## config.mk

```make
export PLATFORM = sky130hd
export DESIGN_NAME = refclk_failover
export DESIGN_NICKNAME = d
export VERILOG_FILES = /design/src/rtl/refclk_failover_pkg.sv /design/src/rtl/refclk_failover_act.sv /design/src/rtl/refclk_failover_fsm.sv /design/src/rtl/refclk_failover.sv
export SDC_FILE = /design/constraint.sdc
export NUM_CORES = 1
export LEC_CHECK = 0
export CORE_UTILIZATION = 55
export CTS_CLUSTER_SIZE = 16
export DETAILED_ROUTE_END_ITERATION = 8
export MAX_ROUTING_LAYER = met4
export PLACE_DENSITY = 0.85
export SLEW_MARGIN = 20
export SYNTH_ARGS = -nofsm -noshare
export SYNTH_HDL_FRONTEND = slang
export SYNTH_HIERARCHICAL = 1
export SYNTH_SLANG_ARGS = --single-unit
```

## constraint.sdc

```tcl
create_clock -name sup_clk_i -period 2.4 [get_ports sup_clk_i]
set_clock_uncertainty 0.1 [all_clocks]
set_input_delay 0.6 -clock sup_clk_i [delete_from_list [all_inputs] [get_ports sup_clk_i]]
set_output_delay 0.6 -clock sup_clk_i [all_outputs]
set_load 0.02 [all_outputs]
```

## src/rtl/refclk_failover_pkg.sv

```systemverilog
package refclk_failover_pkg;
  localparam int NUM_IN = 2;
  typedef enum logic {ST_ARM, ST_RUN} fo_state_e;
endpackage

```

## src/rtl/refclk_failover_act.sv

```systemverilog
module refclk_failover_act #(
  parameter int CNT_W       = 12,
  parameter int SYNC_STAGES = 2
) (
  input  logic             clk_i,
  input  logic             rst_ni,
  input  logic             ref_i,
  input  logic [CNT_W-1:0] limit_i,
  output logic             seen_o,
  output logic             dead_o
);
  localparam logic [CNT_W-1:0] CNT_MAX = {CNT_W{1'b1}};

  logic [SYNC_STAGES:0] sync_q;
  logic [CNT_W-1:0]     cnt_q;
  logic                 seen_q;
  logic                 edge_s;

  always_ff @(posedge clk_i or negedge rst_ni) begin
    if (!rst_ni) sync_q <= '0;
    else         sync_q <= {sync_q[SYNC_STAGES-1:0], ref_i};
  end

  // extra stage past the synchronizer gives both-edge detection
  assign edge_s = sync_q[SYNC_STAGES] ^ sync_q[SYNC_STAGES-1];

  always_ff @(posedge clk_i or negedge rst_ni) begin
    if (!rst_ni) begin
      cnt_q  <= '0;
      seen_q <= 1'b0;
    end else if (edge_s) begin
      cnt_q  <= '0;
      seen_q <= 1'b1;
    end else if (cnt_q != CNT_MAX) begin
      cnt_q  <= cnt_q + 1'b1;
    end
  end

  assign seen_o = seen_q;
  assign dead_o = seen_q && (cnt_q >= limit_i);
endmodule

```

## src/rtl/refclk_failover_fsm.sv

```systemverilog
module refclk_failover_fsm
  import refclk_failover_pkg::*;
(
  input  logic              clk_i,
  input  logic              rst_ni,
  input  logic              armed_i,
  input  logic [NUM_IN-1:0] dead_i,
  output logic              sel_o,
  output logic              pll_rst_o,
  output logic [NUM_IN-1:0] bad_o,
  output logic              valid_o
);
  fo_state_e         state_q;
  logic              sel_q, pulse_q, valid_q;
  logic [NUM_IN-1:0] bad_q;
  logic              go_s;

  // leave only for a live partner
  assign go_s = dead_i[sel_q] && !dead_i[~sel_q];

  always_ff @(posedge clk_i or negedge rst_ni) begin
    if (!rst_ni) begin
      state_q <= ST_ARM;
      sel_q   <= 1'b0;
      pulse_q <= 1'b0;
      bad_q   <= '0;
      valid_q <= 1'b1;
    end else begin
      pulse_q <= 1'b0;
      unique case (state_q)
        ST_ARM: if (armed_i) state_q <= ST_RUN;
        ST_RUN: begin
          bad_q   <= dead_i;
          valid_q <= ~&dead_i;
          if (go_s) begin
            sel_q   <= ~sel_q;
            pulse_q <= 1'b1;
          end
        end
        default: state_q <= ST_ARM;
      endcase
    end
  end

  assign sel_o     = sel_q;
  assign pll_rst_o = pulse_q;
  assign bad_o     = bad_q;
  assign valid_o   = valid_q;
endmodule

```

## src/rtl/refclk_failover.sv

```systemverilog
module refclk_failover
  import refclk_failover_pkg::*;
#(
  parameter int CNT_W       = 12,
  parameter int SYNC_STAGES = 2
) (
  input  logic             sup_clk_i,
  input  logic             rst_ni,
  input  logic             ref0_i,
  input  logic             ref1_i,
  input  logic [CNT_W-1:0] stuck_limit_i,
  output logic [1:0]       bad_o,
  output logic             flags_valid_o,
  output logic             sel_o,
  output logic             active_o,
  output logic             pll_rst_o,
  output logic             ref_clk_o
);
  logic [NUM_IN-1:0] ref_s, seen, dead;
  logic              armed;

  assign ref_s = {ref1_i, ref0_i};

  for (genvar g = 0; g < NUM_IN; g++) begin : g_act
    refclk_failover_act #(.CNT_W(CNT_W), .SYNC_STAGES(SYNC_STAGES)) u_act (
      .clk_i  (sup_clk_i),
      .rst_ni (rst_ni),
      .ref_i  (ref_s[g]),
      .limit_i(stuck_limit_i),
      .seen_o (seen[g]),
      .dead_o (dead[g])
    );
  end

  assign armed = &seen;

  refclk_failover_fsm u_fsm (
    .clk_i    (sup_clk_i),
    .rst_ni   (rst_ni),
    .armed_i  (armed),
    .dead_i   (dead),
    .sel_o    (sel_o),
    .pll_rst_o(pll_rst_o),
    .bad_o    (bad_o),
    .valid_o  (flags_valid_o)
  );

  assign active_o  = sel_o;
  // behavioural stand-in for a glitch-free clock mux
  assign ref_clk_o = sel_o ? ref1_i : ref0_i;
endmodule

```

; Word-level counts from Yosys, hierarchy flattened
; Cells that the tools add are included.
[classes]
n_addsub = 2
n_mul = 0
div_mod_pow = 0
order_cmp = 4
eq_ne = 2
shifts = 0
n_mux = 13
bitwise = 3
n_reduce_logical = 10
[ops]
columns = op, n
row1 = 12-bit two-way mux, 4
row2 = 12-bit by 1-bit adder with 12-bit output (second input constant), 2
row3 = 12-bit greater-or-equal comparator, 2
row4 = 12-bit inequality test (second input constant), 2
row5 = 1-bit two-way mux, 9
row6 = 2-bit AND reduction, 3
row7 = 1-bit by 2-bit less-than comparator with 1-bit output (second input constant), 2
row8 = 2-bit nonzero test, 2
row9 = 1-bit logical AND, 3
row10 = 1-bit logical NOT, 2
row11 = 1-bit bitwise XOR, 2
row12 = 1-bit NOT, 1
[word_totals]
ff_bits = 38
latch_bits = 0
ramBits = 0
mem_bits_ro = 0
input_bits = 16
out_inout_bits = 7
word_cells = 45
memories = 0

; Longest topological paths before layout
; Gate-level depths: netlist of run 1.
[depth]
ltp_word = 8
ltp_mapped = 9

; Cells and area by module
; The synthesis of run 1 kept the hierarchy.
[modules_own_cells]
columns = module, n_inst, cells_each, area_each_um2
row1 = refclk_failover_act, 2, 111, 1048.5
row2 = refclk_failover_fsm, 1, 21, 231.5
row3 = refclk_failover, 1, 3, 28.8

; Least setup slack after synthesis of run 1
; Ideal clock, no wire load.
[synth_timing]
kind = input port to flip-flop
start = in stuck_limit_i[0]
end = reg u_fsm.pulse_q, in the netlist u_fsm/pll_rst_o
setup_time_ns = 0.084
arrival_time_ns = 2.053
required_ns = 2.216
setup_slack_ns = 0.163
cell_stages = 7
n_path_buf = 0
cell_sequence = ha_1 nand2b_1 a2111o_1 a221oi_1 o21ai_1 nand3b_1 a21boi_0
[synth_via]
elab_chain_len = 8
[synth_rtl]
columns = element, line_no
row1 = start: declaration, refclk_failover.sv:11  ; input logic [CNT_W-1:0] stuck_limit_i,
row2 = 12-bit greater-or-equal comparator *, refclk_failover_act.sv:40  ; assign dead_o = seen_q && (cnt_q >= limit_i);
row3 = 1-bit logical AND *, refclk_failover_act.sv:40
row4 = named net dead[0], refclk_failover.sv:19  ; logic [NUM_IN-1:0] ref_s, seen, dead;
row5 = 1-bit two-way mux (not written as such) (2 in series), refclk_failover_fsm.sv:19  ; assign go_s = dead_i[sel_q] && !dead_i[~sel_q];
row6 = 1-bit logical NOT, refclk_failover_fsm.sv:19
row7 = 1-bit logical AND *, refclk_failover_fsm.sv:19
row8 = 1-bit two-way mux *, refclk_failover_fsm.sv:35  ; if (go_s) begin
row9 = 1-bit two-way mux *, refclk_failover_fsm.sv:30  ; unique case (state_q)
row10 = end signal: assignment, refclk_failover_fsm.sv:25  ; pulse_q <= 1'b0;
row11 = end signal: assignment, refclk_failover_fsm.sv:29  ; pulse_q <= 1'b0;
row12 = end signal: assignment, refclk_failover_fsm.sv:37  ; pulse_q <= 1'b1;
row13 = end: declaration, refclk_failover_fsm.sv:14  ; logic sel_q, pulse_q, valid_q;
; The timed path passes the listed nets; every way through them passes the cells marked *. The select of a mux whose other input is x is not followed.
; A chain may end at the register's enable or synchronous reset.

; Worst setup path after layout of run 1
[layout_timing]
start = in stuck_limit_i[3]
end = reg u_fsm.bad_q[0], in the netlist u_fsm/bad_o[0]
[layout_via]
elab_chain_len = 2
[layout_rtl]
columns = element, line_no
row1 = 12-bit greater-or-equal comparator, refclk_failover_act.sv:40
row2 = 1-bit logical AND, refclk_failover_act.sv:40
row3 = named net dead[0], refclk_failover.sv:19
row4 = end signal: assignment, refclk_failover_fsm.sv:33  ; bad_q <= dead_i;
row5 = end: declaration, refclk_failover_fsm.sv:15  ; logic [NUM_IN-1:0] bad_q;
; The timed path passes the listed nets, and every way through them passes these cells.

==> results of run 1 <==
## path summary, 6_finish.rpt
| kind | slack, ns | start | to | cells after the start |
|---|---|---|---|---|
| min in group sup_clk_i | 0.26 | g_act[0].u_act/sync_q[0] | g_act[0].u_act/sync_q[1] | 0 |
| hold reg to reg | 0.26 | g_act[0].u_act/sync_q[0] | g_act[0].u_act/sync_q[1] | 0 |
| hold / removal | 0.19 | rst_ni | g_act[0].u_act/cnt_q[6] | 1 |
| max in group asynchronous | 1.48 | rst_ni | g_act[1].u_act/cnt_q[11] | 2 |
| setup / recovery | 0.06 | stuck_limit_i[3] | u_fsm/bad_o[0] | 7 |
| setup reg to reg | 0.12 | g_act[0].u_act/cnt_q[0] | u_fsm/bad_o[0] | 7 |
## cells by family after synthesis
kind of cell,count (synthesis),share of synthesized area [%]
flip-flops,38,40.4
adder cells (fa/ha/maj),26,13.8
AND/OR/NAND/NOR,80,20.1
buffers and inverters,31,5.73
AO/OA/AOI/OAI,61,15.9
multiplexers,2,1.11
XOR/XNOR,8,2.97
## state kept, by name, indices dropped and copies added (netlist names)
signal / count
u_fsm/pll_rst_o: 1
u_fsm/sel_o: 1
u_fsm/state_q: 1
g_act.u_act/cnt_q: 24
u_fsm/valid_o: 1
g_act.u_act/seen_o: 2
g_act.u_act/sync_q: 6
u_fsm/bad_o: 2
## worst max-delay path: cells and delay by family
family / cells / cell delay, ns
adders and majority gates: 1 / 0.19
buffers and inverters: 2 / 0.54
AOI/OAI and AO/OA: 3 / 0.81
muxes: 1 / 0.28
## per-layer routing
metal  global-route usage [%]  wire [um]
met3                     6.42        312
met4                     8.78         87
met1                     37.3       2490
met2                     38.9       2380
met5                        -          0
## layout make-up
| class | instances | share of cell area, % |
|---|---|---|
| timing repair buffer | 28 | 9.40 |
| multi-input combinational | 177 | 47.1 |
| clock buffer | 7 | 3.10 |
| tap | 50 | 2.25 |
| sequential | 38 | 34.2 |
| inverter | 28 | 3.78 |
| clock inverter | 1 | 0.180 |
## what timing repair did
item / CTS / global route
hold endpoints to repair: 0 / 0
setup buffers: 0 / 2
endpoints found under the setup margin: 6 / 3
pin swaps: 6 / 9
gates resized for setup: 8 / 10
## stage by stage
step	setup WS (ns)	total power [mW]	instance area, um2	utilization (%)
floorplan	0.163	0.793	2360	-
global placement	-0.421	0.868	2640	64.9
detailed placement	-0.609	0.875	2640	64.9
CTS	0.00348	1.33	2740	67.6
global route	-0.0163	1.40	2780	68.5
finish	0.0622	1.33	2780	68.5
## cells in the final DEF (no fill, tap or decap), types with 7 or more instances in the layout
cell / netlist / routed
ha_1: 26 / 24
a31oi_1: 7 / 7
o21ai_0: 13 / 12
nor2_1: 9 / 9
nand3_1: 8 / 8
clkdlybuf4s50_1: 0 / 16
dfrtp_1: 37 / 37
a21oi_1: 20 / 17
nand2_1: 18 / 17
and3_1: 10 / 10
inv_1: 28 / 28
## power by group through the flow
stage               Sequential, mW  Clock (mW)  Combinational [mW]
global route                 0.694       0.499               0.204
CTS                          0.690       0.469               0.175
detailed placement           0.702           0               0.173
floorplan                    0.695           0              0.0986
finish                       0.690       0.459               0.178
global placement             0.700           0               0.168
==> results by group, run 1 <==
Run status
  • Outcome: complete, no violations

Pwr
  • Peak supply drop: between 200 and 300 uV
  • Pwr/cell area: 477 mW/mm2
  • Net Sw Frac: 26.5%
  • Sw Pwr: 0.351 mW
  • Combinational Power Share: 13.4%
  • Sequential Power Share: between 50 and 60%
  • Clock power share: 34.6%
  • Pint: 0.976 mW
  • Leakage: 1.36 nW

Synthesis
  • EDFF count, synth: 0
  • Main flop type after synthesis: dfrtp_1
  • YS warnings: 6
  • Net count after synthesis: 288
  • Cells after synthesis: between 200 and 250
  • Yosys reg bits: 38
  • Synth top area share: 39.3%
  • Number of library cell types mapped by synthesis: 39
  • Top cells by count, synth: dfrtp_1 (37), inv_1 (28), ha_1 (26), a21oi_1 (20), nand2_1 (18)
  • Count leader, synth: dfrtp_1
  • Asr flop ratio synth: between 90% and 100%
  • Synth area leaders: dfrtp_1 (39%), ha_1 (14%), inv_1 (4.5%), a21oi_1 (4.2%), nand2_1 (2.9%)
  • Syn Std Cell Area: 0.00236 mm2
  • Seq/Total Area, Yosys: 40.4%
  • Post-synth top area cell: dfrtp_1
  • Syn avg cell area: 9.58 um2

Timing
  • Max Fclk: 428 MHz
  • Post-route setup TNS: 0 ns
  • Final Max Tran Viols: 0
  • Slew HR: a little over half
  • Final setup vio count: 0
  • Final min period: 2.34 ns
  • Worst Tran Pin Value: 0.716 ns
  • Hold Vio Cnt, Final: 0
  • Period utilization: 97.4%
  • Worst hold slack: between 0.15 and 0.2 ns

Clocking
  • Clock transition at path regs: 0.07 ns
  • # hold bufs at CTS: 0
  • Number of CTS-inserted buffers: 5
  • Clk Latency, worst-skew pair: 0.29 ns
  • CTS root buffer: clkbuf_8
  • Clock tree buffer depth: 2
  • Sink Count: 38
  • H-tree levels: 2
  • CTS tree: built

Placed design
  • IO buf count: 22
  • Final HPWL DP: 3690 um
  • Routability congestion estimate: 0.853
  • Placed cells: 319

Route
  • Via/cell ratio: 6.10
  • DR vias: 2,008
  • Routed wire per std cell: 16.0 um
  • Initial DRC count: 150
  • Drt drc: 0
  • First drt pass iteration count: 4
  • Routed wire length: between 5000 and 6000 um
  • Antenna viol nets, final: 0

Floorplanning
  • Chip width: 67.5 um
  • Placeable Area: 0.00406 mm2
  • Cell row count: 23
  • Top-level port count: 23
  • Die Y: 67.5 um
  • Initial core utilization: 58.1%
  • Die footprint: 0.00455 mm2

Layout
  • Finished Layout Cells: 329
  • Fillers: 327
  • Register Area: roughly 950 um2
  • Area grow syn2layout: 18.0%
  • Nets@finish: 320
  • Fraction of layout cells with a size suffix above 1: 12.9%
  • Area taken by multi-input logic gates: 0.00131 mm2
  • Diode count: 0

Setup path
  • Crit-path max FO: 3
  • Crit path required time: 2.48 ns
  • Critical Path End Type: flip-flop
  • CP Launch Type: input port
  • Cells along the critical path: clkdlybuf4s50_1 -> inv_1 -> ha_2 -> a2111o_1 -> a221oi_2 -> o21ai_2 -> mux2_2
  • Slowest stage cell on the critical path: clkdlybuf4s50_1
  • Crit path DAT: ~2.4 ns
  • Kind of critical path: input port to flip-flop
  • Max stage delay on crit path: 0.48 ns

Global routing
  • First-pass GRT wire length: 8750 um
  • Gr ovfl total: 0
  • Initial antenna violation count: 0
  • Gr usage total: 27.1%
  • Vias in the first global route: around 1.9k
  • Largest net degree at the start of global routing: 25

Job
  • Number of max-cap violations: 0

Min path
  • Worst Hold Class: input port to asynchronous set/reset pin
(Power assumes the default switching activity.)
==> run 2: changes to the inputs <==
--- a/config.mk
+++ b/config.mk
@@ -8,8 +8,9 @@
 export CORE_UTILIZATION = 55
 export CTS_CLUSTER_SIZE = 16
 export DETAILED_ROUTE_END_ITERATION = 8
+export DONT_BUFFER_PORTS = 1
 export MAX_ROUTING_LAYER = met4
-export PLACE_DENSITY = 0.85
+export PLACE_DENSITY = 0.78
 export SLEW_MARGIN = 20
 export SYNTH_ARGS = -nofsm -noshare
 export SYNTH_HDL_FRONTEND = slang
==> run 2 against run 1 <==
Against the previous run:
- combinational power shrank 11%
- sequential power is essentially flat
- setup slack gained 0.10 ns
- fmax grew 4.6%
- core utilization shrank 5.1 points
- wire length shrank 11%
- sequential share of layout area grew 2.8 points
- die area is the same
- first-iteration DRC count shrank 20%
- clock power shrank 2%
- final cell count shrank 6.1%
- largest cell class unchanged
- largest power group unchanged
==> results by group, run 2 (synthesis results as in run 1) <==
Route
  • Routed wire length: about 4700 um
  • Drt drc: 0
  • Via/cell ratio: 5.99
  • Initial DRC count: 120
  • First drt pass iteration count: 4
  • Antenna viol nets, final: 0
  • DR vias: between 1.5k and 2k
  • Routed wire per std cell: 15.2 um

Clocking
  • CTS root buffer: clkbuf_8
  • H-tree levels: 2
  • Sink Count: 38
  • Number of CTS-inserted buffers: 5
  • Clock tree buffer depth: 2
  • Clock transition at path regs: 0.08 ns
  • CTS tree: built
  • Clk Latency, worst-skew pair: between 0.2 and 0.3 ns

Layout
  • Top flop regs: g_act.u_act/cnt_q x24, g_act.u_act/sync_q x6
  • Final cell utilization of the core: 63.4%
  • Nets@finish: 300
  • Fillers: 315
  • Fraction of layout cells with a size suffix above 1: 12.4%
  • Commonest non-fill, non-tap cells in the layout: dfrtp_1 (37), inv_1 (27), ha_1 (26)
  • Area grow syn2layout: 9.18%
  • Largest register FFs: 24
  • Most common cell after layout, fill and taps aside: dfrtp_1
  • Diode count: 0
  • Most flop-heavy register: g_act.u_act/cnt_q

Floorplanning
  • Cell row count: 23
  • Die Y: between 60 and 70 um
  • Initial core utilization: 58.1%
  • Chip width: 67.5 um
  • Top-level port count: 23
  • Placeable Area: 0.00406 mm2
  • Die footprint: around 0.0046 mm2

Timing
  • Final Max Tran Viols: 0
  • Period utilization: 93.2%
  • Unrepaired setup endpoints after global routing: no
  • Max Fclk: 447 MHz
  • Worst Tran Pin Value: 0.617 ns
  • Hold Vio Cnt, Final: 0
  • Slew HR: 58.6%
  • Final setup vio count: 0
  • Final min period: 2.24 ns

Setup path
  • CP Launch Type: flip-flop
  • Cells along the critical path: inv_2 -> ha_1 -> nand2b_1 -> a2111o_1 -> a221oi_2 -> o21ai_2 -> nor2_1 -> nand2_1 -> a21boi_0
  • Critical Path End Type: flip-flop
  • Slowest stage cell on the critical path: a2111o_1
  • Reg2Reg Depth: 9
  • Crit-path max FO: 5
  • Kind of critical path: flip-flop to flip-flop
  • Max stage delay on crit path: 0.43 ns
  • Crit path required time: 2.51 ns
  • Crit path DAT: around 2.3 ns

Global routing
  • Initial antenna violation count: 0
  • Gr usage total: 24.4%
  • First-pass GRT wire length: 7960 um
  • Gr ovfl total: 0
  • Largest net degree at the start of global routing: 38
  • Vias in the first global route: 1,788

Pwr
  • Clock power share: 34.8%
  • Pint: approximately 0.96 mW
  • Sw Pwr: 0.335 mW
  • Peak supply drop: 326 uV
  • Leakage: 1.28 nW
  • Pwr/cell area: 505 mW/mm2
  • Sequential Power Share: 53.1%
  • Combinational Power Share: about an eighth
  • Net Sw Frac: 25.8%
  • Total power: 1.30 mW

Placed design
  • Final HPWL DP: between 3000 and 4000 um
  • IO buf count: 0
  • Routability congestion estimate: 0.833

Job
  • Number of max-cap violations: 0

Run status
  • Outcome: complete, no violations

Min path
  • Worst Hold Class: input port to asynchronous set/reset pin
-- run 2: changes by cell type in the layout (fill, tap and decap cells not counted), moves of 2 or more --
cell,before,now
dlygate4sd2_1,4,0
a21oi_2,3,0
ha_2,2,0
ha_1,24,26
clkdlybuf4s50_1,16,0
a21oi_1,17,20
buf_4,5,7
-- run 2: worst paths after layout --
path	start	slack [ns]	end
min reg2reg	g_act[0].u_act/sync_q[0]	0.25	g_act[0].u_act/sync_q[1]
max reg2reg	g_act[1].u_act/cnt_q[0]	0.16	u_fsm/pll_rst_o
max	g_act[1].u_act/cnt_q[0]	0.16	u_fsm/pll_rst_o
min	rst_ni	0.04	g_act[1].u_act/cnt_q[9]
max in group asynchronous	rst_ni	1.97	u_fsm/sel_o
min in group sup_clk_i	ref0_i	0.24	g_act[0].u_act/sync_q[0]
-- run 2: repair_timing --
item / CTS / global route
gates resized for setup: 0 / 5
setup buffers: 0 / 4
hold buffers: 1 / 0
hold endpoints to repair: 37 / 0
setup endpoints to repair: 0 / 3
-- run 2: power by group through the flow --
stage / logic (mW) / registers (mW) / clock network [mW]
6_report: 0.158 / 0.690 / 0.452
2_1_floorplan: 0.0986 / 0.695 / 0
5_1_grt: 0.184 / 0.696 / 0.490
3_3_place_gp: 0.122 / 0.702 / 0
4_1_cts: 0.145 / 0.691 / 0.461
3_5_place_dp: 0.129 / 0.704 / 0
-- run 2: layer usage --
layer,wire (um),global-route usage (%),up-vias
li1,-,-,913
met3,315,5.24,7
met5,0,-,-
met1,2200,32.7,882
met2,2130,36.3,50
met4,66,8.78,0
-- run 2: area by class of cell --
| type | count | area, um2 | share of cell area (%) |
|---|---|---|---|
| Tap cell | 50 | 62.6 | 2.43 |
| Clock inverter | 1 | 5.00 | 0.194 |
| Inverter | 28 | 105 | 4.08 |
| Timing Repair Buffer | 8 | 72.6 | 2.82 |
| Clock buffer | 7 | 86.3 | 3.35 |
| Sequential cell | 38 | 952 | 37.0 |
| Multi-Input combinational cell | 177 | 1290 | 50.1 |
-- run 2: worst max-delay path: cells and delay by family, from the launching register on --
family / cells / cell delay [ns]
buffers and inverters: 1 / 0.06
AO/OA/AOI/OAI: 4 / 1.01
AND/OR/NAND/NOR: 3 / 0.32
flip-flops: 1 / 0.38
adder cells (fa/ha/maj): 1 / 0.27
-- run 2: stage by stage --
stage	worst slack, ns	area [um2]	TNS, ns	cells	hold slack [ns]
2_1_floorplan	0.163	2360	0	246	0.204
3_3_place_gp	-0.00906	2410	-0.00906	296	0.205
3_5_place_dp	-0.0862	2410	-0.103	296	0.205
4_1_cts	0.0475	2520	0	305	0.0456
5_1_grt	0.0173	2570	0	309	0.0358
6_report	0.164	2570	0	309	0.0381
